[src/rtl/bwc_pkg.sv]
package bwc_pkg;

  typedef enum logic [1:0] {
    ST_IDLE = 2'd0,
    ST_ADDR = 2'd1,
    ST_DATA = 2'd2
  } bwc_state_e;

  localparam int BEAT_W = 5;

  // Beats per access: single mode gives 1, burst codes 0/1/2 give 4/8/16, code 3 gives 4
  function automatic logic [BEAT_W-1:0] beats_of(input logic burst, input logic [1:0] code);
    if (!burst) return BEAT_W'(1);
    case (code)
      2'd1:    return BEAT_W'(8);
      2'd2:    return BEAT_W'(16);
      default: return BEAT_W'(4);
    endcase
  endfunction

  // Monitoring delay in cycles, capped at 2
  function automatic logic [1:0] dly_of(input logic [1:0] code);
    return (code == 2'd3) ? 2'd2 : code;
  endfunction

endpackage

[src/rtl/bwc_wait_sel.sv]
module bwc_wait_sel #(
  parameter int NUM_WAIT = 4,
  localparam int SEL_W = (NUM_WAIT > 1) ? $clog2(NUM_WAIT) : 1
) (
  input  logic [NUM_WAIT-1:0] wait_in,
  input  logic [SEL_W-1:0]    sel,
  input  logic                inv,
  output logic                wait_act
);
  assign wait_act = wait_in[sel] ^ inv;
endmodule

[src/rtl/bwc_pace.sv]
module bwc_pace (
  input  logic       clk,
  input  logic       rst_n,
  input  logic       restart,
  input  logic       in_data,
  input  logic       wait_act,
  input  logic [1:0] dly,
  output logic       take
);
  logic [1:0] quiet;

  assign take = in_data && !wait_act && (quiet >= dly);

  always_ff @(posedge clk or negedge rst_n) begin
    if (!rst_n) begin
      quiet <= 2'd0;
    end else if (restart) begin
      quiet <= 2'd0;
    end else if (in_data) begin
      if (wait_act)           quiet <= 2'd0;
      else if (quiet != 2'd2) quiet <= quiet + 2'd1;
    end
  end


  wait_restart_chk: assert property (@(posedge clk) disable iff (!rst_n)
    (in_data && wait_act && !restart) |=> !take || (dly == 2'd0));
endmodule

[src/rtl/bwc_beat_cnt.sv]
module bwc_beat_cnt
  import bwc_pkg::*;
(
  input  logic              clk,
  input  logic              rst_n,
  input  logic              clear,
  input  logic              active,
  input  logic              take,
  input  logic [BEAT_W-1:0] len,
  output logic              final_beat
);
  logic [BEAT_W-1:0] cnt;

  assign final_beat = take && (cnt == len - BEAT_W'(1));

  always_ff @(posedge clk or negedge rst_n) begin
    if (!rst_n)               cnt <= '0;
    else if (clear)           cnt <= '0;
    else if (final_beat)      cnt <= '0;
    else if (take)            cnt <= cnt + BEAT_W'(1);
  end


  beat_bound_chk: assert property (@(posedge clk) disable iff (!rst_n)
    active |-> (cnt < len));
endmodule

[src/rtl/bwc_burst_ctrl.sv]
module bwc_burst_ctrl
  import bwc_pkg::*;
#(
  parameter int NUM_CS   = 4,
  parameter int NUM_WAIT = 4,
  parameter int AW       = 16,
  parameter int DW       = 16,
  localparam int CS_W  = (NUM_CS > 1) ? $clog2(NUM_CS) : 1,
  localparam int SEL_W = (NUM_WAIT > 1) ? $clog2(NUM_WAIT) : 1
) (
  input  logic                    clk,
  input  logic                    rst_n,
  input  logic                    req_valid,
  input  logic [CS_W-1:0]         req_cs,
  input  logic [AW-1:0]           req_addr,
  output logic                    req_ack,
  input  logic [NUM_CS-1:0]       cfg_burst,
  input  logic [2*NUM_CS-1:0]     cfg_len,
  input  logic [SEL_W*NUM_CS-1:0] cfg_wsel,
  input  logic [NUM_CS-1:0]       cfg_winv,
  input  logic [2*NUM_CS-1:0]     cfg_wdly,
  input  logic [NUM_WAIT-1:0]     wait_in,
  output logic [NUM_CS-1:0]       bus_cs_n,
  output logic                    bus_adv_n,
  output logic                    bus_oe_n,
  output logic [AW-1:0]           bus_addr,
  input  logic [DW-1:0]           bus_rdata,
  output logic                    rsp_valid,
  output logic                    rsp_last,
  output logic [DW-1:0]           rsp_data
);
  bwc_state_e        state;
  logic [CS_W-1:0]   cs_q;
  logic              burst_q;
  logic [BEAT_W-1:0] len_q;
  logic [SEL_W-1:0]  sel_q;
  logic              inv_q;
  logic [1:0]        dly_q;

  // Named internal events
  logic in_addr, in_data, wait_act, beat_take, beat_final;
  assign in_addr = (state == ST_ADDR);
  assign in_data = (state == ST_DATA);

  bwc_wait_sel #(.NUM_WAIT(NUM_WAIT)) u_wsel (
    .wait_in (wait_in),
    .sel     (sel_q),
    .inv     (inv_q),
    .wait_act(wait_act)
  );

  bwc_pace u_pace (
    .clk     (clk),
    .rst_n   (rst_n),
    .restart (in_addr),
    .in_data (in_data),
    .wait_act(wait_act),
    .dly     (dly_q),
    .take    (beat_take)
  );

  bwc_beat_cnt u_cnt (
    .clk       (clk),
    .rst_n     (rst_n),
    .clear     (in_addr),
    .active    (in_data),
    .take      (beat_take),
    .len       (len_q),
    .final_beat(beat_final)
  );

  always_ff @(posedge clk or negedge rst_n) begin
    if (!rst_n) begin
      state     <= ST_IDLE;
      cs_q      <= '0;
      burst_q   <= 1'b0;
      len_q     <= BEAT_W'(1);
      sel_q     <= '0;
      inv_q     <= 1'b0;
      dly_q     <= 2'd0;
      bus_addr  <= '0;
      rsp_valid <= 1'b0;
      rsp_last  <= 1'b0;
      req_ack   <= 1'b0;
      rsp_data  <= '0;
    end else begin
      rsp_valid <= 1'b0;
      rsp_last  <= 1'b0;
      req_ack   <= 1'b0;
      case (state)
        ST_IDLE: if (req_valid) begin
          state    <= ST_ADDR;
          cs_q     <= req_cs;
          bus_addr <= req_addr;
          burst_q  <= cfg_burst[req_cs];
          len_q    <= beats_of(cfg_burst[req_cs], cfg_len[2*req_cs +: 2]);
          sel_q    <= cfg_wsel[SEL_W*req_cs +: SEL_W];
          inv_q    <= cfg_winv[req_cs];
          dly_q    <= dly_of(cfg_wdly[2*req_cs +: 2]);
        end
        ST_ADDR: state <= ST_DATA;
        ST_DATA: if (beat_take) begin
          rsp_valid <= 1'b1;
          rsp_data  <= bus_rdata;
          if (beat_final) begin
            rsp_last <= 1'b1;
            req_ack  <= 1'b1;
            state    <= ST_IDLE;
          end
        end
        default: state <= ST_IDLE;
      endcase
    end
  end

  for (genvar i = 0; i < NUM_CS; i++) begin : g_cs
    assign bus_cs_n[i] = !((state != ST_IDLE) && (cs_q == CS_W'(i)));
  end
  assign bus_adv_n = !in_addr;
  assign bus_oe_n  = !in_data;


  cs_onehot_chk: assert property (@(posedge clk) disable iff (!rst_n)
    $onehot0(~bus_cs_n));

  adv_pulse_chk: assert property (@(posedge clk) disable iff (!rst_n)
    !bus_adv_n |=> bus_adv_n && !bus_oe_n);

  strobe_excl_chk: assert property (@(posedge clk) disable iff (!rst_n)
    !(!bus_oe_n && !bus_adv_n));

  single_beat_chk: assert property (@(posedge clk) disable iff (!rst_n)
    (rsp_valid && !burst_q) |-> rsp_last);

  ack_release_chk: assert property (@(posedge clk) disable iff (!rst_n)
    req_ack |-> rsp_valid && rsp_last && (&bus_cs_n) && bus_oe_n);

  beat_window_chk: assert property (@(posedge clk) disable iff (!rst_n)
    rsp_valid |-> $past(in_data));

  busy_hold_chk: assert property (@(posedge clk) disable iff (!rst_n)
    (state != ST_IDLE) |=> $stable(cs_q) && $stable(bus_addr));
endmodule

[config.mk]
export PLATFORM = sky130hd
export DESIGN_NAME = bwc_burst_ctrl
export DESIGN_NICKNAME = d
export VERILOG_FILES = /design/src/rtl/bwc_pkg.sv /design/src/rtl/bwc_wait_sel.sv /design/src/rtl/bwc_pace.sv /design/src/rtl/bwc_beat_cnt.sv /design/src/rtl/bwc_burst_ctrl.sv
export SDC_FILE = /design/constraint.sdc
export NUM_CORES = 1
export LEC_CHECK = 0
export CORE_ASPECT_RATIO = 1.1
export CORE_UTILIZATION = 45
export DETAILED_ROUTE_END_ITERATION = 6
export PLACE_DENSITY = 0.83
export SYNTH_ARGS = -nofsm -noshare
export SYNTH_HDL_FRONTEND = slang
export SYNTH_SLANG_ARGS = --single-unit
[constraint.sdc]
create_clock -name clk -period 3.89 [get_ports clk]
set_input_delay 0.9725 -clock clk [delete_from_list [all_inputs] [get_ports clk]]
set_output_delay 0.9725 -clock clk [all_outputs]
set_load 0.01 [all_outputs]
* Yosys cells after proc, flatten, opt, wreduce, memory -nomap -nowiden
Index checks and enable logic that the tools add are counted.
** Storage, ports and cells
- Logic and storage cells :: 88
- Output and inout port bits :: 41
- Bits of input ports :: 73
- Register bits :: 55
** Cells by class
- Multiplexer cells :: 29
- Reductions and logical operators :: 24
- Shift-type cells :: 3
- Order comparisons :: 3
- Add/subtract/negate cells :: 3
- Equality and inequality tests :: 13
- Bitwise logic cells :: 1
** Operator list (number)
- 5-bit two-way mux :: 5
- 8-bit by 4-bit variable part select with 2-bit output :: 3
- 2-bit two-way mux :: 8
- 1-bit two-way mux :: 11
- 2-bit == test (second input constant) :: 5
- 5-bit one-hot mux with 2 select lines :: 1
- 1-bit logical AND :: 7
- 1-bit zero test :: 7
- 1-bit binary-select mux with 2-bit select :: 3
- 2-bit by 1-bit == test with 1-bit output (second input constant) :: 3
- 2-bit by 3-bit less-than comparator with 1-bit output (second input constant) :: 2
- 2-bit one-hot mux with 3 select lines :: 1
- 2-bit AND reduction :: 3
- 3-bit nonzero test :: 2
- 5-bit by 1-bit adder with 5-bit output (second input constant) :: 1
- 5-bit == test :: 1
- 5-bit by 1-bit subtractor with 5-bit output (second input constant) :: 1
- 2-bit zero test :: 2
- 2-bit by 1-bit inequality test with 1-bit output (second input constant) :: 2
- 2-bit inequality test (second input constant) :: 2
- 2-bit nonzero test :: 2
- 3-bit AND reduction :: 1
- 2-bit by 1-bit adder with 2-bit output (second input constant) :: 1
- 2-bit greater-or-equal comparator :: 1
- 1-bit bitwise XOR :: 1

* Logic depth before layout (Yosys ltp)
Gate-level depths: netlist (run 1).
- Depth after elaboration :: 10
- Depth in mapped cells :: 8
- Mapped depth without buffers :: 7

* Hierarchy
From an unflattened synthesis (run 1), not the netlist that was laid out.
** Unflattened totals
- Cell total of the unflattened synthesis :: 204
- Area total of the unflattened synthesis :: 2716.4 µm²
** Modules (own cells, without submodules)
- bwc_burst_ctrl :: sequential area each 1177.4 µm², area each 2129.5 µm², times used 1, cells an instance 142
- bwc_beat_cnt :: sequential area each 125.1 µm², area each 379.1 µm², times used 1, cells an instance 41
- bwc_pace :: sequential area each 50.0 µm², area each 176.4 µm², times used 1, cells an instance 19
- bwc_wait_sel :: sequential area each 0.0 µm², area each 31.3 µm², times used 1, cells an instance 2

* Worst setup path after synthesis (run 1)
Ideal clock, no wire load.
- Path type :: in2reg
- Start :: in wait_in[3]
- End :: reg rsp_data[10]
- Library setup time :: 125 ps
- Stages on the path :: 5
- Arrival :: 2207 ps
- Setup slack :: 1558 ps
- Path buffers :: 1
- Cell sequence :: mux2i_1 mux2_4 a211oi_2 buf_2 mux2_2
** On the way
- Word-level cells in the longest chain between the ends :: 7
** RTL lines
- from (decl) :: RTL line bwc_burst_ctrl.sv:22 : input logic [NUM_WAIT-1:0] wait_in,
- 1-bit binary-select mux with 2-bit select :: RTL line bwc_wait_sel.sv:10 : assign wait_act = wait_in[sel] ^ inv;
- 1-bit two-way mux (not written as such) :: RTL line bwc_wait_sel.sv:10
- 1-bit bitwise XOR :: RTL line bwc_wait_sel.sv:10
- 1-bit zero test :: RTL line bwc_pace.sv:12 : assign take = in_data && !wait_act && (quiet >= dly);
- 1-bit logical AND (2 in a row) :: RTL line bwc_pace.sv:12
- 2-bit AND reduction (no source line)
- to (signal assigned) :: RTL line bwc_burst_ctrl.sv:104 : rsp_data <= bus_rdata;
- to (decl) :: RTL line bwc_burst_ctrl.sv:30 : output logic [DW-1:0] rsp_data
No other way between the ends. The select of a mux whose other input is x is not followed.
A chain may end at the register's enable or synchronous reset.

* Worst setup path in the final report (run 1)
- Start :: reg state[0]
- End :: out bus_cs_n[0]
** On the way
- Word-level cells in the longest chain between the ends :: 3
** RTL lines
- from (decl) :: RTL line bwc_burst_ctrl.sv:32 : bwc_state_e state;
- from (signal assigned) :: RTL line bwc_burst_ctrl.sv:74 : state <= ST_IDLE;
- from (signal assigned) :: RTL line bwc_burst_ctrl.sv:92 : state <= ST_ADDR;
- from (signal assigned) :: RTL line bwc_burst_ctrl.sv:101 : ST_ADDR: state <= ST_DATA;
- 2-bit nonzero test :: RTL line bwc_burst_ctrl.sv:117 : assign bus_cs_n[i] = !((state != ST_IDLE) && (cs_q == CS_W'(i)));
- 1-bit logical AND :: RTL line bwc_burst_ctrl.sv:117
- 1-bit zero test :: RTL line bwc_burst_ctrl.sv:117
- to (decl) :: RTL line bwc_burst_ctrl.sv:23 : output logic [NUM_CS-1:0] bus_cs_n,
No other way between the ends.

==> impl_metrics.env, run 1 <==
export IMPL_synth_seq_cells=54
export IMPL_worstSetupStartpoint="state[0]$_DFFE_PN0P_"
export IMPL_netlist_top_cells_area="dfrtp_1, mux2_2, mux4_2"
export IMPL_dp_final_hpwl_um=4400
export IMPL_antenna_found_initial=0
export IMPL_critPathLaunchType="flip-flop"
export IMPL_remaining_drc_errors=0
export IMPL_yosysSeqAreaShare=0.508
export IMPL_synthesis_area_um2=2670
export IMPL_initial_core_util=0.465
export IMPL_die_height_um=82.7
export IMPL_numCtsBuffers=5
export IMPL_cts_resized=0
export IMPL_fin_cells=398
export IMPL_yosysWarnings=0
export IMPL_dp_cells=390
export IMPL_die_w_um=75.4
export IMPL_critPathSlowestCell="clkdlybuf4s50_1"
export IMPL_synth_edf_count=0
export IMPL_setup_viol=0
export IMPL_worst_ep_required_time_ns=2.92
export IMPL_worstPathMaxFanout=6
export IMPL_crit_arrival_ns=1.85
export IMPL_wirelength_um=5690
export IMPL_path_class="reg2out"
export IMPL_fin_crit_ns=2.83
export IMPL_antenna_left=0
export IMPL_areaGrowthSynthToFinish_pct=48.9
export IMPL_io_pins=114
export IMPL_synth_common_cells="dfrtp_1, mux2_2, nand2_1"
export IMPL_cts_tree="done"
export IMPL_nNetsFinal=403
export IMPL_grt_max_degree=39
export IMPL_synth_nets=288
export IMPL_place_congestion=0.752
export IMPL_setup_tns_final_ns=0
export IMPL_post_cts_repair_setup_buffers=0
export IMPL_place_area_um2=3880
export IMPL_clock_latency_ns=0.31
export IMPL_hold_start="dly_q[0]$_DFFE_PN0P_"
export IMPL_core_area_um2=5730
export IMPL_cpPeakStageDelay_ns=0.50
export IMPL_timing_final_crit_share=0.726
export IMPL_design_area_um2=3970
export IMPL_worst_slew_pin_slew_ns=0.838
export IMPL_synth_top_cell_area_share=0.498
export IMPL_clock_sinks=54
export IMPL_end_kind="output pin"
export IMPL_status="finished clean"
export IMPL_min_to="dly_q[0]$_DFFE_PN0P_"
export IMPL_whs_path_depth=2
export IMPL_powerDensity_nw_per_um2=663
export IMPL_drv_slew=0
export IMPL_drt_iter0_drc=52
export IMPL_cts_buffer_depth=2
export IMPL_htree_levels=2
export IMPL_yosysMostFrequentCell="dfrtp_1"
export IMPL_fillers=479
export IMPL_multi_input_area_um2=1230
export IMPL_syn_inst=205
export IMPL_register_area_um2=1350
export IMPL_synth_async_reset_ratio=1.00
export IMPL_p_total_mw=2.63
export IMPL_rows=29
export IMPL_skew_ns=0.00984
export IMPL_dr_total_vias=2011
export IMPL_worstReg2RegEnd="state[1]$_DFFE_PN0P_"
export IMPL_rsz0062_at_grt="no"
export IMPL_diodes=0
export IMPL_crit_path_cell_trace="inv_1 > ha_1 > or3_1 > clkdlybuf4s50_1"
export IMPL_vias_per_cell=5.05
export IMPL_synth_ff_type="dfrtp_1"
export IMPL_dieArea_um2=6230
export IMPL_worstReg2RegStart="len_q[0]$_DFFE_PN1P_"
export IMPL_maxCapViolCount=0
export IMPL_cts_root_buf="clkbuf_8"
export IMPL_hold_class="reg2reg"
export IMPL_peakVddDrop_v=0.000395
export IMPL_fin_util=0.692
export IMPL_path_clk_slew_ns=0.10
export IMPL_relSlewSlack=0.441
export IMPL_max_freq_mhz=354
export IMPL_grt_pass1_wl_um=8810
export IMPL_grtUsageTotal=0.190
export IMPL_firstDrtPassIters=5
export IMPL_ys_types=36
export IMPL_r2r_cells=6
export IMPL_routedWlPerCell_um=14.3
export IMPL_cts_hold_buf=0
export IMPL_drive_gt1_frac=0.199
export IMPL_regToRegSetupSlack_ns=1.62
export IMPL_overflow=0
export IMPL_grt_pass1_vias=1995
export IMPL_hold_viol_final=0
export IMPL_yosysTopAreaCell="dfrtp_1"
export IMPL_p_leak_nw=1.65
export IMPL_portBuffers=113
export IMPL_avgSynthCellArea_um2=13.0
## state kept, by name, summed over array words and instances, names as in the netlist
signal / flops
rsp_data: 16
u_pace.quiet: 2
inv_q: 1
sel_q: 2
dly_q: 2
rsp_valid: 1
len_q: 4
cs_q: 2
state: 2
u_cnt.cnt: 5
rsp_last: 1
bus_addr: 16
## layout by cell type (no fill, tap or decap), types with 2 or more instances in the layout
cell / count
nand2_1: 15
clkbuf_8: 6
mux2i_1: 3
ha_1: 10
nor2_1: 5
nor4_2: 2
mux4_2: 8
xnor2_1: 7
nor2b_1: 2
a22o_1: 4
nand3_1: 3
buf_4: 3
and2_1: 3
dfrtp_1: 53
mux2_2: 40
inv_1: 13
nand2b_1: 3
clkdlybuf4s50_1: 112
a21oi_1: 3
o21ai_0: 8
## per-layer routing
layer  wire length [um]  GRT usage
met1               2230      0.229
met5                  0          0
met2               2990      0.321
met4                 76     0.0648
met3                390     0.0595
## cell type report
type / instances / area share
Tap cell: 77 / 0.0243
Clock inverter: 1 / 0.00126
Multi-Input combinational cell: 130 / 0.310
Sequential cell: 54 / 0.341
Timing Repair Buffer: 116 / 0.289
Inverter: 13 / 0.0123
Clock buffer: 7 / 0.0218
## cell families (layout without fill, tap and decap cells)
family | Yosys count | count (layout) | share of synthesized area
compound gates | 21 | 21 | 0.0545
xor+xnor | 7 | 7 | 0.0230
fa+ha+maj | 10 | 10 | 0.0469
buf+inv | 21 | 137 | 0.0333
flops | 54 | 54 | 0.508
mux | 52 | 52 | 0.254
simple gates | 40 | 40 | 0.0812
## power breakdown
part | switching [mW] | leakage (nW) | internal (mW)
Combinational | 0.542 | 0.945 | 0.793
Sequential | 0.157 | 0.657 | 0.817
Clock | 0.180 | 0.0482 | 0.144
## worst max-delay path: cells and delay by family, from the launching register on
| family | cells | cell delay (ns) |
|---|---|---|
| adders and majority gates | 1 | 0.27 |
| buffers and inverters | 2 | 0.58 |
| DFF | 1 | 0.39 |
| and+or+nand+nor | 1 | 0.32 |
## worst max path at each step
stage / to / slack, ns / cells past startpoint
after global routing: bus_cs_n[3] / 0.97 / 5
after floorplan: rsp_data[10]$_DFFE_PN0P_ / 1.56 / 5
after CTS: bus_cs_n[0] / 1.05 / 4
final: bus_cs_n[0] / 1.06 / 4
after detailed placement: u_cnt.cnt[2]$_DFFE_PN0P_ / 0.81 / 7
after global placement: u_cnt.cnt[2]$_DFFE_PN0P_ / 0.90 / 7
## per-stage QoR
stage          hold slack, ns  setup WS, ns
6_report                0.500          1.06
5_1_grt                 0.529         0.968
4_1_cts                 0.507          1.05
3_5_place_dp            0.481         0.813
3_3_place_gp            0.477         0.901
2_1_floorplan           0.456          1.56
(Power assumes the default switching activity.)
==> inputs of run 2 (changes only) <==
--- a/config.mk
+++ b/config.mk
@@ -6,9 +6,9 @@
 export NUM_CORES = 1
 export LEC_CHECK = 0
 export CORE_ASPECT_RATIO = 1.1
-export CORE_UTILIZATION = 45
+export CORE_UTILIZATION = 38
 export DETAILED_ROUTE_END_ITERATION = 6
-export PLACE_DENSITY = 0.83
+export PLACE_DENSITY = 0.75
 export SYNTH_ARGS = -nofsm -noshare
 export SYNTH_HDL_FRONTEND = slang
 export SYNTH_SLANG_ARGS = --single-unit
==> constraint.sdc (replaced) <==
create_clock -name clk -period 2.5 [get_ports clk]
set_input_delay 0.625 -clock clk [delete_from_list [all_inputs] [get_ports clk]]
set_output_delay 0.625 -clock clk [all_outputs]
set_load 0.01 [all_outputs]
==> impl_metrics.env, run 2 (synthesis results as in run 1) <==
export IMPL_remaining_drc_errors=0
export IMPL_rsz0062_at_grt="no"
export IMPL_htree_levels=2
export IMPL_die_w_um=81.9
export IMPL_dr_total_vias=1993
export IMPL_numCtsBuffers=5
export IMPL_cts_hold_buf=0
export IMPL_cpPeakStageDelay_ns=0.57
export IMPL_grt_pass1_vias=1974
export IMPL_hold_viol_final=0
export IMPL_max_freq_mhz=419
export IMPL_antenna_found_initial=0
export IMPL_antenna_left=0
export IMPL_io_pins=114
export IMPL_areaGrowthSynthToFinish_pct=51.7
export IMPL_overflow=0
export IMPL_skew_ns=0.0125
export IMPL_initial_core_util=0.399
export IMPL_design_area_um2=4040
export IMPL_crit_arrival_ns=1.76
export IMPL_diodes=0
export IMPL_fin_crit_ns=2.39
export IMPL_layout_common_cells="clkdlybuf4s50_1, dfrtp_1, mux2_2"
export IMPL_path_delay_family="buffers and inverters"
export IMPL_p_leak_nw=1.68
export IMPL_worst_ep_required_time_ns=1.88
export IMPL_die_height_um=89.8
export IMPL_clock_sinks=54
export IMPL_peakVddDrop_v=0.000599
export IMPL_layout_commonest_cell="clkdlybuf4s50_1"
export IMPL_hold_ws_ns=0.249
export IMPL_cpMostUsedCell="inv_1"
export IMPL_cts_root_buf="clkbuf_8"
export IMPL_post_cts_repair_setup_buffers=0
export IMPL_dp_final_hpwl_um=4310
export IMPL_nNetsFinal=409
export IMPL_fin_util=0.606
export IMPL_grt_max_degree=27
export IMPL_critPathLaunchType="flip-flop"
export IMPL_grtUsageTotal=0.161
export IMPL_place_area_um2=3950
export IMPL_hold_class="in2async"
export IMPL_clock_latency_ns=0.31
export IMPL_crit_path_cell_trace="inv_1 > ha_1 > inv_1 > clkdlybuf4s50_1"
export IMPL_worstPathMaxFanout=5
export IMPL_portBuffers=113
export IMPL_drive_gt1_frac=0.214
export IMPL_path_class="reg2out"
export IMPL_cts_buffer_depth=2
export IMPL_setup_viol=0
export IMPL_status="finished clean"
export IMPL_relSlewSlack=0.695
export IMPL_core_area_um2=6670
export IMPL_p_total_mw=4.12
export IMPL_routedWlPerCell_um=13.6
export IMPL_cts_tree="done"
export IMPL_drv_slew=0
export IMPL_rows=31
export IMPL_powerDensity_nw_per_um2=1020
export IMPL_timing_final_crit_share=0.954
export IMPL_grt_pass1_wl_um=9110
export IMPL_reg_top3="bus_addr (16), rsp_data (16), u_cnt.cnt (5)"
export IMPL_place_congestion=0.816
export IMPL_worstSetupStartpoint="state[0]$_DFFE_PN0P_"
export IMPL_path_buf_inv=3
export IMPL_maxCapViolCount=0
export IMPL_end_kind="output pin"
export IMPL_dieArea_um2=7350
export IMPL_worstReg2RegStart="len_q[0]$_DFFE_PN1P_"
export IMPL_vias_per_cell=4.87
export IMPL_wirelength_um=5560
export IMPL_path_clk_slew_ns=0.09
export IMPL_firstDrtPassIters=4
export IMPL_worst_slew_pin_slew_ns=0.457
export IMPL_drt_iter0_drc=59
export IMPL_critPathSlowestCell="clkdlybuf4s50_1"
run 2: final timing paths:
check / end / slack, ns / depth (start not counted)
worst max register to register: u_cnt.cnt[2]$_DFFE_PN0P_ / 0.41 / 8
worst max-delay path: bus_oe_n / 0.11 / 4
max in group asynchronous: len_q[0]$_DFFE_PN1P_ / 1.59 / 2
worst min register to register: dly_q[0]$_DFFE_PN0P_ / 0.51 / 2
min in group clk: dly_q[0]$_DFFE_PN0P_ / 0.51 / 2
worst min-delay path: rsp_data[3]$_DFFE_PN0P_ / 0.25 / 1
run 2: per-stage QoR:
stage / TNS (ns) / setup slack, ns / instances
6_report: 0 / 0.115 / 409
5_1_grt: 0 / 0.0147 / 409
2_1_floorplan: 0 / 0.512 / 205
3_5_place_dp: -0.730 / -0.0511 / 401
4_1_cts: 0 / 0.0131 / 409
3_3_place_gp: -0.579 / -0.0376 / 401
run 2: final cells by class:
| type | instances | area (um2) |
|---|---|---|
| Tap cell | 82 | 103 |
| Timing Repair Buffer | 122 | 1220 |
| Inverter | 13 | 48.8 |
| Clock buffer | 7 | 76.3 |
| Sequential cell | 54 | 1350 |
| Multi-Input combinational cell | 130 | 1230 |
| Clock inverter | 1 | 7.51 |
| Fill cell | 564 | 2630 |
run 2: per-layer routing:
metal | global-route usage | vias up | share of wire
met1 | 0.192 | 947 | 0.40
met5 | 0 | - | 0
met3 | 0.0579 | 6 | 0.081
li1 | - | 965 | -
met4 | 0.0541 | 0 | 0.015
met2 | 0.264 | 75 | 0.50
run 2: worst reg2reg max path: cells and delay by family (launching register included):
kind            cells  cell delay [ns]
flops               1             0.57
buf+inv             3             0.38
fa+ha+maj           1             0.30
simple gates        2             0.30
compound gates      1             0.30
xor+xnor            1             0.14
run 2: timing repair:
action | in CTS | in global routing
endpoints found under the setup margin | 0 | 2
hold endpoints to repair | 0 | 0
gates resized for setup | 0 | 2
run 2: power by group:
group	switching [mW]	internal, mW	total [mW]
sequential	0.231	1.27	1.50
combinational	0.849	1.29	2.14
clock	0.283	0.199	0.482
==> inputs of run 3 (changes only) <==
--- a/config.mk
+++ b/config.mk
@@ -6,9 +6,10 @@
 export NUM_CORES = 1
 export LEC_CHECK = 0
 export CORE_ASPECT_RATIO = 1.1
-export CORE_UTILIZATION = 38
+export CORE_UTILIZATION = 35
 export DETAILED_ROUTE_END_ITERATION = 6
-export PLACE_DENSITY = 0.75
+export PLACE_DENSITY = 0.7
 export SYNTH_ARGS = -nofsm -noshare
 export SYNTH_HDL_FRONTEND = slang
 export SYNTH_SLANG_ARGS = --single-unit
+export TNS_END_PERCENT = 100
==> impl_metrics.env, run 3 (synthesis results as in run 1) <==
export IMPL_vias_per_cell=4.91
export IMPL_p_leak_nw=1.68
export IMPL_peakVddDrop_v=0.000509
export IMPL_grt_pass1_wl_um=9310
export IMPL_setup_viol=0
export IMPL_io_pins=114
export IMPL_crit_arrival_ns=1.77
export IMPL_place_area_um2=3960
export IMPL_cts_tree="done"
export IMPL_timing_final_crit_share=0.957
export IMPL_hold_ws_ns=0.338
export IMPL_drv_slew=0
export IMPL_clock_latency_ns=0.31
export IMPL_numCtsBuffers=5
export IMPL_post_cts_repair_setup_buffers=0
export IMPL_worstReg2RegEnd="u_cnt.cnt[2]$_DFFE_PN0P_"
export IMPL_regToRegSetupSlack_ns=0.41
export IMPL_maxCapViolCount=0
export IMPL_critPathLaunchType="flip-flop"
export IMPL_drive_gt1_frac=0.213
export IMPL_cts_buffer_depth=2
export IMPL_setup_tns_final_ns=0
export IMPL_drt_iter0_drc=40
export IMPL_dp_final_hpwl_um=4360
export IMPL_status="finished clean"
export IMPL_grt_max_degree=28
export IMPL_fin_crit_ns=2.39
export IMPL_p_total_mw=4.10
export IMPL_routedWlPerCell_um=13.5
export IMPL_die_w_um=85.2
export IMPL_antenna_found_initial=0
export IMPL_remaining_drc_errors=0
export IMPL_reg_top3="bus_addr (16), rsp_data (16), u_cnt.cnt (5)"
export IMPL_hold_viol_final=0
export IMPL_antenna_left=0
export IMPL_clock_sinks=54
export IMPL_rows=33
export IMPL_hold_class="in2async"
export IMPL_skew_ns=0.00895
export IMPL_powerDensity_nw_per_um2=1020
export IMPL_path_class="reg2out"
export IMPL_firstDrtPassIters=4
export IMPL_cts_hold_buf=0
export IMPL_path_clk_slew_ns=0.10
export IMPL_portBuffers=113
export IMPL_worstPathMaxFanout=6
export IMPL_core_area_um2=7430
export IMPL_cts_root_buf="clkbuf_8"
export IMPL_dr_total_vias=2036
export IMPL_die_height_um=93.5
export IMPL_relSlewSlack=0.557
export IMPL_worst_ep_required_time_ns=1.88
export IMPL_max_freq_mhz=418
export IMPL_fin_util=0.544
export IMPL_grt_pass1_vias=2019
export IMPL_place_congestion=0.815
export IMPL_worst_slew_pin_slew_ns=0.664
export IMPL_wirelength_um=5610
export IMPL_layout_common_cells="clkdlybuf4s50_1, dfrtp_1, mux2_2"
export IMPL_layout_commonest_cell="clkdlybuf4s50_1"
export IMPL_diodes=0
export IMPL_worstReg2RegStart="len_q[0]$_DFFE_PN1P_"
export IMPL_dieArea_um2=7970
export IMPL_r2r_cells=8
export IMPL_overflow=0
export IMPL_nNetsFinal=410
export IMPL_fillers=674
export IMPL_end_kind="output pin"
export IMPL_areaGrowthSynthToFinish_pct=51.6
export IMPL_rsz0062_at_grt="no"
export IMPL_htree_levels=2
export IMPL_initial_core_util=0.359
export IMPL_grtUsageTotal=0.148
export IMPL_design_area_um2=4040
run 3: cell count changes in the layout (fill, tap and decap cells not counted):
cell        previous run  this run
buf_12                 2         1
buf_4                  7         9
clkbuf_1               2         3
clkinvlp_4             1         0
run 3: worst max path at each step:
stage	end	cells after the start	start	slack, ns
after floorplan	u_cnt.cnt[2]$_DFFE_PN0P_	6	len_q[0]$_DFFE_PN1P_	0.51
after global placement	rsp_data[8]$_DFFE_PN0P_	6	wait_in[3]	-0.05
after detailed placement	rsp_data[12]$_DFFE_PN0P_	6	wait_in[3]	-0.07
after CTS	bus_cs_n[0]	4	state[0]$_DFFE_PN0P_	0.03
after global routing	bus_cs_n[3]	5	state[1]$_DFFE_PN0P_	0.01
final	bus_cs_n[3]	5	state[1]$_DFFE_PN0P_	0.11
run 3: cell type report:
cell class | instances | area, um2 | share of cell area
multi-input cells | 130 | 1230 | 0.305
flip-flops and latches | 54 | 1350 | 0.335
repair buffers | 123 | 1220 | 0.301
clock buffers | 8 | 80.1 | 0.0198
well taps | 87 | 109 | 0.0269
inverters | 13 | 48.8 | 0.0121
run 3: metal layers:
metal | wire length [um] | GRT usage | part of all wire | vias to the layer above
li1 | - | - | - | 965
met1 | 2360 | 0.184 | 0.42 | 993
met2 | 2790 | 0.249 | 0.50 | 72
met3 | 389 | 0.0406 | 0.069 | 6
met4 | 73 | 0.0508 | 0.013 | 0
met5 | 0 | 0 | 0 | -
run 3: repair_timing:
item | in CTS | in global routing
hold endpoints to repair | 0 | 0
gates resized for setup | 0 | 2
setup endpoints to repair | 0 | 3
run 3: report_power, final:
group | internal, mW | leakage [nW] | switching (mW)
Combinational | 1.28 | 0.983 | 0.835
Sequential | 1.27 | 0.657 | 0.236
Clock | 0.200 | 0.0395 | 0.283
run 3: critical path: stages (launching register included):
cell and delay (ns):
dfrtp_1 0.41, inv_1 0.09, ha_2 0.24, inv_1 0.08, nand3_1 0.09, clkdlybuf4s50_1 0.56
run 3: through the flow:
step	std cells	worst slack, ns
6_report	415	0.106
5_1_grt	415	0.0107
4_1_cts	415	0.0259
3_5_place_dp	407	-0.0659
3_3_place_gp	407	-0.0507
2_1_floorplan	205	0.512
